`src/rtl/aci_pkg.sv`:
```
package aci_pkg;
  localparam int unsigned OCTET_W = 8;
  localparam logic [OCTET_W-1:0] CODE_FRAME = 8'hFC; // frame alignment control
  localparam logic [OCTET_W-1:0] CODE_MFRM  = 8'h7C; // multiframe alignment control

  typedef enum logic [1:0] {
    SEL_PASS  = 2'd0,
    SEL_FRAME = 2'd1,
    SEL_MFRM  = 2'd2
  } sel_e;
endpackage

```
`src/rtl/aci_rst_sync.sv`:
```
module aci_rst_sync #(
  parameter int unsigned STAGES = 2
) (
  input  logic clk,
  input  logic rst_n,
  output logic rst_s
);
  logic [STAGES-1:0] chain_q;

  always_ff @(posedge clk or negedge rst_n) begin
    if (!rst_n) chain_q <= '0;
    else        chain_q <= {chain_q[STAGES-2:0], 1'b1};
  end

  assign rst_s = chain_q[STAGES-1];
endmodule

```
`src/rtl/aci_end_history.sv`:
```
module aci_end_history #(
  parameter int unsigned W = 8
) (
  input  logic         clk,
  input  logic         rst_n,
  input  logic         phase_en,
  input  logic         cap_frame,
  input  logic         cap_mfrm,
  input  logic [W-1:0] cap_data,
  output logic [W-1:0] frame_val,
  output logic         frame_have,
  output logic [W-1:0] mfrm_val,
  output logic         mfrm_have
);
  logic [W-1:0] frame_val_d, mfrm_val_d;
  logic         frame_have_d, mfrm_have_d;
  logic         frame_we, mfrm_we;

  always_comb begin
    frame_we     = phase_en & cap_frame;
    mfrm_we      = phase_en & cap_mfrm;
    frame_val_d  = frame_we ? cap_data : frame_val;
    mfrm_val_d   = mfrm_we  ? cap_data : mfrm_val;
    frame_have_d = phase_en & (frame_have | cap_frame);
    mfrm_have_d  = phase_en & (mfrm_have  | cap_mfrm);
  end

  always_ff @(posedge clk or negedge rst_n) begin
    if (!rst_n) begin
      frame_have <= 1'b0;
      mfrm_have  <= 1'b0;
    end else begin
      frame_have <= frame_have_d;
      mfrm_have  <= mfrm_have_d;
    end
  end

  always_ff @(posedge clk or negedge rst_n) begin
    if (!rst_n) frame_val <= '0;
    else if (frame_we) frame_val <= frame_val_d;
  end

  always_ff @(posedge clk or negedge rst_n) begin
    if (!rst_n) mfrm_val <= '0;
    else if (mfrm_we) mfrm_val <= mfrm_val_d;
  end

  // leaving the data phase discards history
  p_hist_clear_r7: assert property (@(posedge clk) disable iff (!rst_n)
    !phase_en |=> (!frame_have && !mfrm_have));
  // no capture request leaves the stored octets untouched
  p_hist_hold_r8: assert property (@(posedge clk) disable iff (!rst_n)
    !cap_frame |=> $stable(frame_val));
endmodule

```
`src/rtl/aci_sub_select.sv`:
```
module aci_sub_select
  import aci_pkg::*;
#(
  parameter int unsigned     W      = 8,
  parameter logic [W-1:0]    F_CODE = CODE_FRAME,
  parameter logic [W-1:0]    M_CODE = CODE_MFRM
) (
  input  logic         live,
  input  logic         at_eof,
  input  logic         at_eomf,
  input  logic [W-1:0] d_in,
  input  logic         k_in,
  input  logic [W-1:0] frame_val,
  input  logic         frame_have,
  input  logic [W-1:0] mfrm_val,
  input  logic         mfrm_have,
  output logic [W-1:0] d_out,
  output logic         k_out
);
  sel_e sel;

  always_comb begin
    sel = SEL_PASS;
    if (live) begin
      if (at_eomf) begin
        if (mfrm_have && (d_in == mfrm_val)) sel = SEL_MFRM;
      end else if (at_eof) begin
        if (frame_have && (d_in == frame_val)) sel = SEL_FRAME;
      end
    end
    unique case (sel)
      SEL_FRAME: begin d_out = F_CODE; k_out = 1'b1; end
      SEL_MFRM:  begin d_out = M_CODE; k_out = 1'b1; end
      default:   begin d_out = d_in;   k_out = k_in; end
    endcase
  end
endmodule

```
`src/rtl/aci_out_stage.sv`:
```
module aci_out_stage #(
  parameter int unsigned W = 8
) (
  input  logic         clk,
  input  logic         rst_n,
  input  logic         vld_d,
  input  logic [W-1:0] data_d,
  input  logic         k_d,
  output logic         vld_q,
  output logic [W-1:0] data_q,
  output logic         k_q
);
  always_ff @(posedge clk or negedge rst_n) begin
    if (!rst_n) begin
      vld_q  <= 1'b0;
      data_q <= '0;
      k_q    <= 1'b0;
    end else begin
      vld_q  <= vld_d;
      data_q <= data_d;
      k_q    <= k_d;
    end
  end
endmodule

```
`src/rtl/align_char_inserter.sv`:
```
module align_char_inserter
  import aci_pkg::*;
#(
  parameter int unsigned  W           = OCTET_W,
  parameter int unsigned  SYNC_STAGES = 2,
  parameter logic [W-1:0] F_CODE      = CODE_FRAME,
  parameter logic [W-1:0] M_CODE      = CODE_MFRM
) (
  input  logic         clk,
  input  logic         rst_n,
  input  logic         in_vld,
  input  logic [W-1:0] in_data,
  input  logic         in_k,
  input  logic         data_en,
  input  logic         in_eof,
  input  logic         in_eomf,
  output logic         out_vld,
  output logic [W-1:0] out_data,
  output logic         out_k
);
  logic         rst_s;
  logic         live;
  logic         cap_frame, cap_mfrm;
  logic [W-1:0] frame_val, mfrm_val;
  logic         frame_have, mfrm_have;
  logic [W-1:0] sel_data;
  logic         sel_k;

  aci_rst_sync #(.STAGES(SYNC_STAGES)) u_rst (
    .clk(clk), .rst_n(rst_n), .rst_s(rst_s));

  always_comb begin
    live      = in_vld & data_en & ~in_k;
    cap_frame = live & (in_eof | in_eomf);
    cap_mfrm  = live & in_eomf;
  end

  aci_end_history #(.W(W)) u_hist (
    .clk(clk), .rst_n(rst_s), .phase_en(data_en),
    .cap_frame(cap_frame), .cap_mfrm(cap_mfrm), .cap_data(in_data),
    .frame_val(frame_val), .frame_have(frame_have),
    .mfrm_val(mfrm_val), .mfrm_have(mfrm_have));

  aci_sub_select #(.W(W), .F_CODE(F_CODE), .M_CODE(M_CODE)) u_sel (
    .live(live), .at_eof(in_eof), .at_eomf(in_eomf),
    .d_in(in_data), .k_in(in_k),
    .frame_val(frame_val), .frame_have(frame_have),
    .mfrm_val(mfrm_val), .mfrm_have(mfrm_have),
    .d_out(sel_data), .k_out(sel_k));

  aci_out_stage #(.W(W)) u_out (
    .clk(clk), .rst_n(rst_s),
    .vld_d(in_vld), .data_d(sel_data), .k_d(sel_k),
    .vld_q(out_vld), .data_q(out_data), .k_q(out_k));

  // valid travels with one clock of delay
  p_vld_latency_r9: assert property (@(posedge clk) disable iff (!rst_s)
    out_vld == $past(in_vld));
  // a new control flag only appears for data-phase valid octets
  p_sub_in_phase_r7: assert property (@(posedge clk) disable iff (!rst_s)
    (out_k && !$past(in_k)) |-> $past(data_en && in_vld));
  // substituted octets carry one of the two codes
  p_sub_code_r3: assert property (@(posedge clk) disable iff (!rst_s)
    (out_k && !$past(in_k)) |-> (out_data == F_CODE || out_data == M_CODE));
  // multiframe ends never carry the frame code
  p_mfrm_prio_r5: assert property (@(posedge clk) disable iff (!rst_s)
    (out_k && !$past(in_k) && $past(in_eomf)) |-> out_data == M_CODE);
  // control octets leave unchanged
  p_k_pass_r8: assert property (@(posedge clk) disable iff (!rst_s)
    $past(in_k) |-> (out_k && out_data == $past(in_data)));
endmodule

```
`config.mk`:
```
export PLATFORM = sky130hd
export DESIGN_NAME = align_char_inserter
export DESIGN_NICKNAME = d
export VERILOG_FILES = /design/src/rtl/aci_pkg.sv /design/src/rtl/aci_rst_sync.sv /design/src/rtl/aci_end_history.sv /design/src/rtl/aci_sub_select.sv /design/src/rtl/aci_out_stage.sv /design/src/rtl/align_char_inserter.sv
export SDC_FILE = /design/constraint.sdc
export NUM_CORES = 1
export LEC_CHECK = 0
export BUFFER_PORTS_ARGS = -buffer_cell sky130_fd_sc_hd__buf_2
export CAP_MARGIN = 40
export CORE_AREA = 2 2 43 75
export CTS_BUF_LIST = sky130_fd_sc_hd__clkbuf_8
export DETAILED_ROUTE_END_ITERATION = 7
export DIE_AREA = 0 0 45 77
export HOLD_SLACK_MARGIN = 0.15
export PLACE_DENSITY = 0.66
export SLEW_MARGIN = 20
export SYNTH_ARGS = -nofsm -noshare
export SYNTH_HDL_FRONTEND = slang
export SYNTH_SLANG_ARGS = --single-unit
export TNS_END_PERCENT = 50
```
`constraint.sdc`:
```
create_clock -name clk -period 2.6 [get_ports clk]
set_clock_uncertainty 0.15 [all_clocks]
set_input_delay 0.39 -clock clk [delete_from_list [all_inputs] [get_ports clk]]
set_output_delay 0.39 -clock clk [all_outputs]
set_load 0.03 [all_outputs]
```
==> results.json <==
{
  "routabilityCongestion": 0.720,
  "antenna_found_initial": 0,
  "hp-class": "in -> reg",
  "post-synth-top-count-cell": "dfrtp_1",
  "layout.nets": 139,
  "path_delay_family": "simple AND/OR/NAND/NOR gates",
  "drv_slew": 0,
  "cts_tree": "built",
  "ir_drop_mv": 0.396,
  "wl_per_cell_um": 13.7,
  "async_flop_share_pct": 100,
  "drive_gt1_share_pct": 39.8,
  "synthDominantCellAreaShare_pct": 59.7,
  "finalCriticalPeriod_ns": 2.48,
  "worstSetupPathType": "in -> reg",
  "diodes": 0,
  "cts.htree.levels": 2,
  "holdPathEnd": "u_out.k_q$_DFF_PN0_",
  "globalRouteTotalUtil_pct": 14.4,
  "critical_path.max_fanout": 10,
  "setup_violations": 0,
  "initial_utilization_pct": 43.9,
  "reg2reg_to": "u_out.data_q[7]$_DFF_PN0_",
  "num_vias": 784,
  "yosys_warnings": 0,
  "drc": 0,
  "portBuffers": 24,
  "grt_pass1_vias": 809,
  "viasPerCell": 5.19,
  "die_height_um": 77,
  "post-place-cells": 141,
  "min_path_cells": 2,
  "synth.area.top_cells": "dfrtp_1 (60%), mux2_2 (13%), xnor2_1 (11%), nand2b_1 (3.0%), mux2_1 (2.7%)",
  "cts_root_buf": "clkbuf_8",
  "fin_crit_sh_pct": 95.4,
  "grt_start_max_net_pins": 29,
  "rows": 26,
  "syn_to_final_growth_pct": 21.1,
  "rsz0062_at_grt": "false",
  "power.leakage_nw": 0.699,
  "max_cap_viol_count": 0,
  "status": "complete, no violations",
  "grt_pass1_wl_um": 3570,
  "crit_required_ns": 2.61,
  "synthCells": 88,
  "critPathArrivalTime_ns": 2.49,
  "cpMaxStageDelayCell": "dlygate4sd3_1",
  "ioPinCount": 25,
  "clock_path_buffers": 2,
  "reg2reg_depth": 5,
  "fin_area_um2": 1520,
  "startpoint_type": "input port",
  "syn-cell-area_um2": 1260,
  "core_area_um2": 2860,
  "cts_setup_buffers": 0,
  "holdWs_ns": 0.172,
  "post_cts_resized": 0,
  "ys_ff_latch": 30,
  "setup_tns_ns": 0,
  "r2r_slack_ns": 0.53,
  "worst-path-stages": 7,
  "crit_chain": "dlygate4sd3_1, buf_2, and3b_2, nand2_4, or4_4, ha_1, mux2_2",
  "syn-num-nets": 104,
  "power.density_nw_per_um2": 710,
  "wl_um": 2070,
  "firstDrtPassIters": 4,
  "finalNonFillerCells": 151,
  "cp_num_buf_inv": 2,
  "postRouteAntennaNets": 0,
  "die-area_um2": 3470,
  "gr-total-overflow": 0,
  "die_width_um": 45,
  "ys_seq_area_share_pct": 59.7,
  "min_from": "in_k",
  "clkTransAtPathRegs_ns": 0.06,
  "synth_ff_type": "dfrtp_1",
  "dpl-instance-area_um2": 1420,
  "synth_edf_count": 0,
  "r2r-start": "u_hist.mfrm_val[2]$_DFFE_PN0P_",
  "synthTopCellsByCount": "dfrtp_1 (30), xnor2_1 (16), mux2_2 (14), nand2b_1 (6)",
  "clock.fmax_ghz": 0.403,
  "drt_iter0_drc": 12,
  "end_kind": "flip-flop",
  "dpl.hpwl_um": 1580,
  "syn_avg_cell_area_um2": 14.3,
  "finalHoldViolations": 0,
  "yosysTopAreaCell": "dfrtp_1",
  "clock_latency_ns": 0.27,
  "crit_path_max_incr_delay_ns": 0.52,
  "cts_sinks": 30,
  "synth_cell_types": 19,
  "cts_buffers": 5
}
## cell type report
cell class              instances  area [um^2]
fillers                       277         1340
flip-flops and latches         30          751
multi-input cells              57          495
repair buffers                 29          165
clock buffers                   5         68.8
well taps                      28         35.0
clock inverters                 2         7.51
## repair_timing
item / in CTS / in global routing
setup endpoints to repair: 0 / 0
endpoints found under the hold margin: 31 / 0
hold buffers: 3 / 0
## how the worst max path moves through the flow
stage / from / to / slack [ns]
6_report: in_vld / u_out.data_q[7]$_DFF_PN0_ / 0.12
5_1_grt: in_vld / u_out.data_q[7]$_DFF_PN0_ / 0.06
4_1_cts: in_vld / u_out.data_q[7]$_DFF_PN0_ / 0.12
3_5_place_dp: in_k / u_out.data_q[7]$_DFF_PN0_ / 0.32
3_3_place_gp: in_k / u_out.data_q[7]$_DFF_PN0_ / 0.35
2_1_floorplan: in_k / u_out.data_q[7]$_DFF_PN0_ / 0.37
## cell families (layout without fill, tap and decap cells)
group / count (synthesis) / in the layout / share of synthesized area (%)
AOI/OAI and AO/OA: 2 / 2 / 1.29
xor gates and xnor gates: 16 / 16 / 11.1
adders and majority gates: 1 / 1 / 0.995
buffers and inverters: 1 / 36 / 0.895
DFF: 30 / 30 / 59.7
muxes: 17 / 17 / 15.2
other: 1 / 1 / 0.298
and+or+nand+nor: 20 / 20 / 10.4
## per-stage QoR
| stage | setup WS (ns) | utilization [%] | power (mW) |
|---|---|---|---|
| after floorplan | 0.371 | - | 0.713 |
| after global placement | 0.351 | 49.5 | 0.763 |
| after detailed placement | 0.322 | 49.5 | 0.771 |
| after CTS | 0.117 | 53.2 | 1.11 |
| after global routing | 0.0635 | 53.2 | 1.15 |
| final | 0.119 | 53.2 | 1.08 |
## layout by cell type (no fill, tap or decap), types with 3 or more instances in the layout
cell / instances
xnor2_1: 16
clkbuf_8: 5
mux2_1: 3
nand4_1: 3
nand2b_1: 6
dlygate4sd3_1: 3
buf_2: 24
nand2_1: 3
dfrtp_1: 30
mux2_2: 14
## metal layers
| metal | up-vias | global-route usage [%] | wire (um) |
|---|---|---|---|
| li1 | 368 | - | - |
| met1 | 390 | 14.8 | 723 |
| met2 | 19 | 24.6 | 1190 |
| met3 | 7 | 4.94 | 104 |
| met4 | 0 | 7.06 | 50 |
| met5 | - | 0 | 0 |
## registers in the layout, summed over array words and instances, names as in the netlist
signal             cells
u_hist.frame_val       8
u_hist.mfrm_val        8
u_out.data_q           8
u_rst.chain_q          2
u_hist.frame_have      1
u_hist.mfrm_have       1
u_out.k_q              1
u_out.vld_q            1
## power by group
group	internal (mW)	switching, mW	total, mW
clock	0.175	0.145	0.320
sequential	0.533	0.0377	0.571
combinational	0.106	0.0843	0.191
No activity file was read; power rests on OpenSTA's default activity.
